[src/rtl/shift_add_mult.sv]
module shift_add_mult #(
  parameter int W = 4
) (
  input  logic           clk,
  input  logic           rst,
  input  logic           start,
  input  logic [W-1:0]   mcand,
  input  logic [W-1:0]   mplier,
  output logic [2*W-1:0] product,
  output logic           done
);
  localparam int AW = 2*W + 1;
  localparam int CW = $clog2(W);

  typedef enum logic [1:0] {IDLE, TEST, SHIFT, FIN} st_t;

  st_t           st;
  logic [AW-1:0] acc;
  logic [CW-1:0] cnt;
  logic          ld, ad, sh, k;
  logic [W:0]    sum;

  assign k   = (cnt == CW'(W-1));
  assign ld  = (st == IDLE) && start;
  assign ad  = (st == TEST) && acc[0];
  assign sh  = ((st == TEST) && !acc[0]) || (st == SHIFT);
  assign sum = {1'b0, acc[2*W-1:W]} + {1'b0, mcand};

  always_ff @(posedge clk) begin
    if (rst)     acc <= '0;
    else if (ld) acc <= {{(W+1){1'b0}}, mplier};
    else if (ad) acc <= {sum, acc[W-1:0]};
    else if (sh) acc <= {1'b0, acc[AW-1:1]};
  end

  always_ff @(posedge clk) begin
    if (rst || ld) cnt <= '0;
    else if (sh)   cnt <= k ? '0 : cnt + 1'b1;
  end

  always_ff @(posedge clk) begin
    if (rst) st <= IDLE;
    else begin
      case (st)
        IDLE:    if (start) st <= TEST;
        TEST:    if (acc[0]) st <= SHIFT;
                 else if (k) st <= FIN;
        SHIFT:   st <= k ? FIN : TEST;
        default: st <= IDLE;
      endcase
    end
  end

  assign product = acc[2*W-1:0];
  assign done    = (st == FIN);

  AST_DONE_ONE_CYCLE: assert property (@(posedge clk) disable iff (rst)
    done |=> !done);
  AST_LOAD_CLEARS_TOP: assert property (@(posedge clk) disable iff (rst)
    ld |=> (acc[AW-1:W] == '0 && cnt == '0));
  AST_ADD_THEN_SHIFT: assert property (@(posedge clk) disable iff (rst)
    ad |=> (st == SHIFT));
  AST_SHIFT_WHOLE: assert property (@(posedge clk) disable iff (rst)
    sh |=> (acc == {1'b0, $past(acc[AW-1:1])}));
  AST_CNT_RANGE: assert property (@(posedge clk) disable iff (rst)
    cnt <= CW'(W-1));
  AST_FIN_AFTER_LAST: assert property (@(posedge clk) disable iff (rst)
    $rose(done) |-> ($past(k) && $past(sh)));
  AST_PRODUCT_HELD: assert property (@(posedge clk) disable iff (rst)
    (st == IDLE && !start) |=> $stable(product));
endmodule

[config.mk]
export PLATFORM = sky130hd
export DESIGN_NAME = shift_add_mult
export DESIGN_NICKNAME = d
export VERILOG_FILES = /design/src/rtl/shift_add_mult.sv
export SDC_FILE = /design/constraint.sdc
export NUM_CORES = 1
export LEC_CHECK = 0
export ABC_AREA = 1
export BUFFER_PORTS_ARGS = -buffer_cell sky130_fd_sc_hd__buf_2
export CAP_MARGIN = 10
export CORE_ASPECT_RATIO = 1.75
export CORE_MARGIN = 3
export CORE_UTILIZATION = 35
export CTS_CLUSTER_SIZE = 12
export DETAILED_ROUTE_END_ITERATION = 8
export PLACE_DENSITY = 0.57
export RECOVER_POWER = 100
export SYNTH_ARGS = -nofsm -noshare
export SYNTH_HDL_FRONTEND = slang
export SYNTH_SLANG_ARGS = --single-unit
[constraint.sdc]
create_clock -name clk -period 4.3 [get_ports clk]
set_clock_uncertainty 0.15 [all_clocks]
set_input_delay 0.86 -clock clk [delete_from_list [all_inputs] [get_ports clk]]
set_output_delay 0.86 -clock clk [all_outputs]
set_load 0.05 [all_outputs]
==> results of run 1 <==
## layer usage
| layer | vias to the layer above | global-route usage, % | wire length [um] |
|---|---|---|---|
| met5 | - | 0 | 0 |
| li1 | 421 | - | - |
| met2 | 18 | 24.4 | 984 |
| met1 | 356 | 11.3 | 678 |
| met4 | 0 | 5.03 | 26 |
| met3 | 4 | 1.51 | 81 |
## metrics by stage
step / utilization [%] / instance area, sq um / power, mW / std cells
global route: 40.7 / 948 / 0.410 / 169
CTS: 41.7 / 971 / 0.396 / 169
finish: 40.7 / 948 / 0.386 / 169
global placement: 39.7 / 926 / 0.287 / 165
floorplan: - / 865 / 0.270 / 130
detailed placement: 39.7 / 926 / 0.288 / 165
## cells in the mapped netlist, drive strengths merged
cell type  count  area, sq um
nand2         37          144
nor2          19         83.8
inv           18         67.6
dfxtp         13          260
buf            9         65.1
o21ai          9         48.8
a21oi          8         43.8
nand3          7         35.0
ha             5         62.6
a211oi         1         7.51
clkinv         1         3.75
fa             1         20.0
or2            1         6.26
xor2           1         16.3
## worst paths after layout
check               from  endpoint  slack (ns)  cells past startpoint
hold reg to reg   cnt[1]    cnt[1]        0.32                      2
setup reg to reg   st[1]    acc[3]        2.52                      7
setup / recovery   st[1]      done        1.95                      3
hold / removal    cnt[1]    cnt[1]        0.32                      2
## critical path, delay by kind of cell, from the launching register on
| kind | cells | cell delay [ns] |
|---|---|---|
| AND/OR/NAND/NOR | 1 | 0.09 |
| flip-flops | 1 | 0.50 |
| buffers and inverters | 2 | 0.52 |
## logic make-up after synthesis
group / Yosys count / synth area share [%]
XOR/XNOR: 1 / 1.88
AO/OA/AOI/OAI: 18 / 11.6
buffers and inverters: 28 / 15.8
flip-flops: 13 / 30.1
AND/OR/NAND/NOR: 64 / 31.1
adder cells (fa/ha/maj): 6 / 9.55
## power by group through the flow
stage | Sequential [mW] | Clock, mW | Combinational (mW)
2_1_floorplan | 0.146 | 0 | 0.124
5_1_grt | 0.150 | 0.116 | 0.144
3_3_place_gp | 0.150 | 0 | 0.137
3_5_place_dp | 0.150 | 0 | 0.137
4_1_cts | 0.148 | 0.110 | 0.138
6_report | 0.148 | 0.109 | 0.129
## registers in the layout, indices dropped and copies added (netlist names)
register and count:
acc 9, cnt 2, st 2
## layout make-up
class / count / share of cell area (%)
Multi-Input combinational cell: 89 / 48.3
Sequential cell: 13 / 27.4
Timing Repair Buffer: 19 / 8.71
Inverter: 19 / 7.52
Clock buffer: 4 / 4.75
Tap cell: 25 / 3.30
==> out/metrics.csv, run 1 <==
stage,metric,value,unit
setup_path,path_class,reg -> out,
timing,rsz0062_at_grt,false,
floorplan,die_w,43.6,um
route,avgRoutedWirePerCell,10.5,um
power_and_ir_drop,p_leak,0.455,nW
power_and_ir_drop,power.share.clock,28.2,%
timing,setup_ws,1.95,ns
clock_network,post_cts_buffers,0,
route,drc,0,
cells_and_area,regArea,260,sq um
yosys,synthCells,130,
flow_run,cap_violations,0,
clock_network,clk_latency,0.24,ns
clock_network,cts_buffer_depth,2,
floorplan,dieArea,0.00313,sq mm
setup_path,crit_chain,"nand2_1, inv_1, clkbuf_1",
timing,finalSetupViolations,0,
timing,drv_slew,0,
power_and_ir_drop,p_seq_share,38.3,%
clock_network,clk_pin_slew_worst_paths,0.06,ns
timing,whs,0.318,ns
cells_and_area,n_antenna_cell,0,
floorplan,fp.dieH,71.8,um
placement,gp_congestion,0.767,
floorplan,rows,23,
placement,port_buffers,19,
power_and_ir_drop,p_sw_share,39.2,%
timing,maxSlewHeadroom,60.0,%
cells_and_area,syn_to_final_growth,9.70,%
worst_hold_path,hold_path_class,reg -> reg,
yosys,mappedNetlistNets,147,
clock_network,cts_sinks,13,
timing,final_hold_viol_count,0,
cells_and_area,layout_commonest_cell,nand2_1,
cells_and_area,layout_common_cells,"nand2_1 (36), inv_1 (17), nor2_1 (17)",
yosys,yosysWarnings,0,
setup_path,slowest_stage,dfxtp_1,
cells_and_area,drive_above_1_share,13.2,%
global_route,first_global_vias,761,
clock_network,cts_resized,0,
timing,post-route-min-period,2.35,ns
route,vias,799,
timing,fin_setup_tns,0,ns
setup_path,critPathArrivalTime,1.34,ns
floorplan,ios,20,
power_and_ir_drop,combPwrFrac,33.5,%
cells_and_area,nFillCells,267,
power_and_ir_drop,p_int,0.235,mW
cells_and_area,nNetsFinal,162,
run_status,outcome,"finished, final reports clean",
global_route,grt_usage,12.1,%
yosys,syn_area_per_cell,6.65,sq um
floorplan,core,0.00233,sq mm
placement,dp_slack,2.04,ns
route,drt_iter0_drc,21,
global_route,antenna_found_initial,0,
setup_path,required,3.29,ns
yosys,ys_ff_latch,13,
route,final_antenna_net_count,0,
power_and_ir_drop,p_switching,0.151,mW
yosys,yosysSeqAreaShare,30.1,%
clock_network,cts-root-buf,clkbuf_8,
clock_network,htreeDepth,1,
global_route,grt-ovfl-total,0,
floorplan,initial_utilization,37.1,%
setup_path,critPathCaptureType,primary output,
setup_path,worstPathMaxFanout,7,
clock_network,cts_tree,yes,
global_route,grt_pass1_wl,2930,um
route,vias_per_cell,4.73,
timing,tightest_slew,0.602,ns
clock_network,cts-buffers-inserted,3,
power_and_ir_drop,powerDensity,407,mW/mm^2
power_and_ir_drop,max-vdd-ir-drop,0.293,mV
route,drt_wl_total,1770,um
cells_and_area,multiInputGateArea,458,sq um
timing,max_freq,425,MHz
global_route,grt_max_degree,8,
yosys,ys_types,22,
placement,dpl.hpwl,1430,um
setup_path,crit_path_max_incr_delay,0.50,ns
yosys,netlist_area,865,sq um
clock_network,cts.hold.buffers_added,0,
setup_path,worst_setup_path_start_kind,register,
timing,fin_crit_sh,54.7,%
route,drt_pass1_iterations,4,
Note: power is estimated with default switching activity, not from simulation.
==> run 2: changes to the inputs <==
- clock period: 4.3 -> 2.3 ns (I/O delays scaled with it)
==> out/metrics.csv, run 2 (synthesized netlist as in run 1, its figures left out) <==
stage,metric,value,unit,change
run_status,outcome,"finished, final reports clean",,
route,vias_per_cell,4.60,,-2.8%
flow_run,cap_violations,0,,unchanged
cells_and_area,drive_above_1_share,12.5,%,-0.69 points
global_route,grt-ovfl-total,0,,unchanged
timing,tightest_slew,0.596,ns,-0.00646 ns
floorplan,dieArea,0.00313,sq mm,unchanged
setup_path,rrSetupSlack,0.57,ns,-1.95 ns
route,final_antenna_net_count,0,,unchanged
floorplan,initial_utilization,37.1,%,unchanged
floorplan,fp.dieH,71.8,um,unchanged
power_and_ir_drop,p_leak,0.457,nW,+0.45%
setup_path,required,1.69,ns,-1.60 ns
timing,fin_crit_sh,82.8,%,
cells_and_area,syn_to_final_growth,8.68,%,
global_route,antenna_found_initial,0,,unchanged
cells_and_area,nFillCells,269,,+0.75%
cells_and_area,n_antenna_cell,0,,unchanged
cells_and_area,regMostFlops,acc,,
clock_network,cts-buffers-inserted,3,,unchanged
floorplan,die_w,43.6,um,unchanged
route,drt_pass1_iterations,4,,unchanged
timing,maxSlewHeadroom,60.5,%,+0.43 points
cells_and_area,fin_area,940,sq um,-0.92%
route,vias,777,,-2.8%
placement,port_buffers,19,,unchanged
route,drt_iter0_drc,21,,unchanged
floorplan,rows,23,,unchanged
clock_network,cts_tree,yes,,
setup_path,worst_setup_path_start_kind,register,,
clock_network,cts_buffer_depth,2,,unchanged
clock_network,post_cts_buffers,0,,unchanged
clock_network,clk_pin_slew_worst_paths,0.05,ns,about the same
power_and_ir_drop,finalPower,0.720,mW,+86%
timing,post-route-min-period,1.90,ns,
route,drt_wl_total,1730,um,-2.5%
cells_and_area,reg_top3,"acc (9), cnt (2), st (2)",,
power_and_ir_drop,powerDensity,766,mW/mm^2,+88%
cells_and_area,layout_commonest_cell,nand2_1,,
floorplan,ios,20,,unchanged
power_and_ir_drop,max-vdd-ir-drop,0.447,mV,+53%
setup_path,critPathArrivalTime,1.29,ns,-0.05 ns
timing,fin_setup_tns,0,ns,unchanged
timing,final_hold_viol_count,0,,unchanged
setup_path,crit_chain,"nand2_1, inv_1, clkbuf_1",,
global_route,grt_usage,12.2,%,+0.093 points
cells_and_area,nNetsFinal,162,,unchanged
global_route,first_global_vias,712,,-6.4%
route,avgRoutedWirePerCell,10.2,um,-2.5%
floorplan,core,0.00233,sq mm,unchanged
timing,finalSetupViolations,0,,unchanged
clock_network,cts.hold.buffers_added,0,,unchanged
setup_path,critPathCaptureType,primary output,,
cells_and_area,layout_common_cells,"nand2_1 (36), nor2_1 (18), inv_1 (17)",,
setup_path,crit_path_max_incr_delay,0.46,ns,-0.04 ns
clock_network,cts-root-buf,clkbuf_8,,
clock_network,cts_resized,0,,unchanged
clock_network,cts_sinks,13,,unchanged
clock_network,clk_latency,0.25,ns,about the same
global_route,grt_pass1_wl,2910,um,-0.72%
setup_path,slowest_stage,dfxtp_1,,
cells_and_area,largest_register_ffs,9,,unchanged
clock_network,htreeDepth,1,,unchanged
placement,dpl.hpwl,1430,um,+0.15%
worst_hold_path,hold_path_class,in -> reg,,
setup_path,worstPathMaxFanout,7,,unchanged
placement,place_area,926,sq um,unchanged
timing,max_freq,525,MHz,
global_route,grt_max_degree,8,,unchanged
setup_path,path_class,reg -> out,,
timing,drv_slew,0,,unchanged
route,drc,0,,unchanged
timing,rsz0062_at_grt,false,,
placement,gp_congestion,0.767,,about the same
[run 2: cell types whose count changed in the layout (fill, tap and decap cells not counted), sizes merged]
cell / previous run / this run
buf: 9 / 10
clkbuf: 14 / 13
[run 2: final timing paths]
check / from / to / depth (start not counted)
max: st[1] / done / 3
min: rst / st[0] / 2
max reg2reg: acc[4] / acc[8] / 8
min reg2reg: cnt[1] / cnt[1] / 2
[run 2: area by class of cell]
| class | count | area (sq um) | share of cell area (%) |
|---|---|---|---|
| Multi-Input combinational cell | 89 | 448 | 47.7 |
| Sequential cell | 13 | 260 | 27.7 |
| Timing Repair Buffer | 19 | 83.8 | 8.92 |
| Inverter | 19 | 71.3 | 7.59 |
| Clock buffer | 4 | 45.0 | 4.79 |
| Tap cell | 25 | 31.3 | 3.33 |
[run 2: power breakdown]
group / total (mW) / internal, mW / switching (mW) / leakage, nW
logic: 0.239 / 0.0640 / 0.175 / 0.328
registers: 0.275 / 0.251 / 0.0237 / 0.106
clock network: 0.206 / 0.123 / 0.0837 / 0.0228
total: 0.720 / 0.438 / 0.282 / 0.457
[run 2: metrics by stage]
stage / cells / utilization [%] / setup WS (ns) / hold slack [ns]
after global routing: 169 / 40.3 / 0.334 / 0.264
after detailed placement: 165 / 39.7 / 0.444 / 0.312
after global placement: 165 / 39.7 / 0.496 / 0.311
after CTS: 169 / 41.7 / 0.547 / 0.249
after floorplan: 130 / - / 0.647 / 0.293
final: 169 / 40.3 / 0.396 / 0.250
[run 2: metal layers]
metal | vias to the layer above | track usage, % | share of wire, %
li1 | 422 | - | -
met1 | 333 | 12.2 | 39
met2 | 18 | 22.7 | 54
met3 | 4 | 1.51 | 4.9
met4 | 0 | 7.05 | 2.2
met5 | - | 0 | 0
[run 2: worst max-delay path, delay by kind of cell, from the launching register on]
family                 cells  cell delay, ns
AND/OR/NAND/NOR            1            0.08
flip-flops                 1            0.46
buffers and inverters      2            0.51
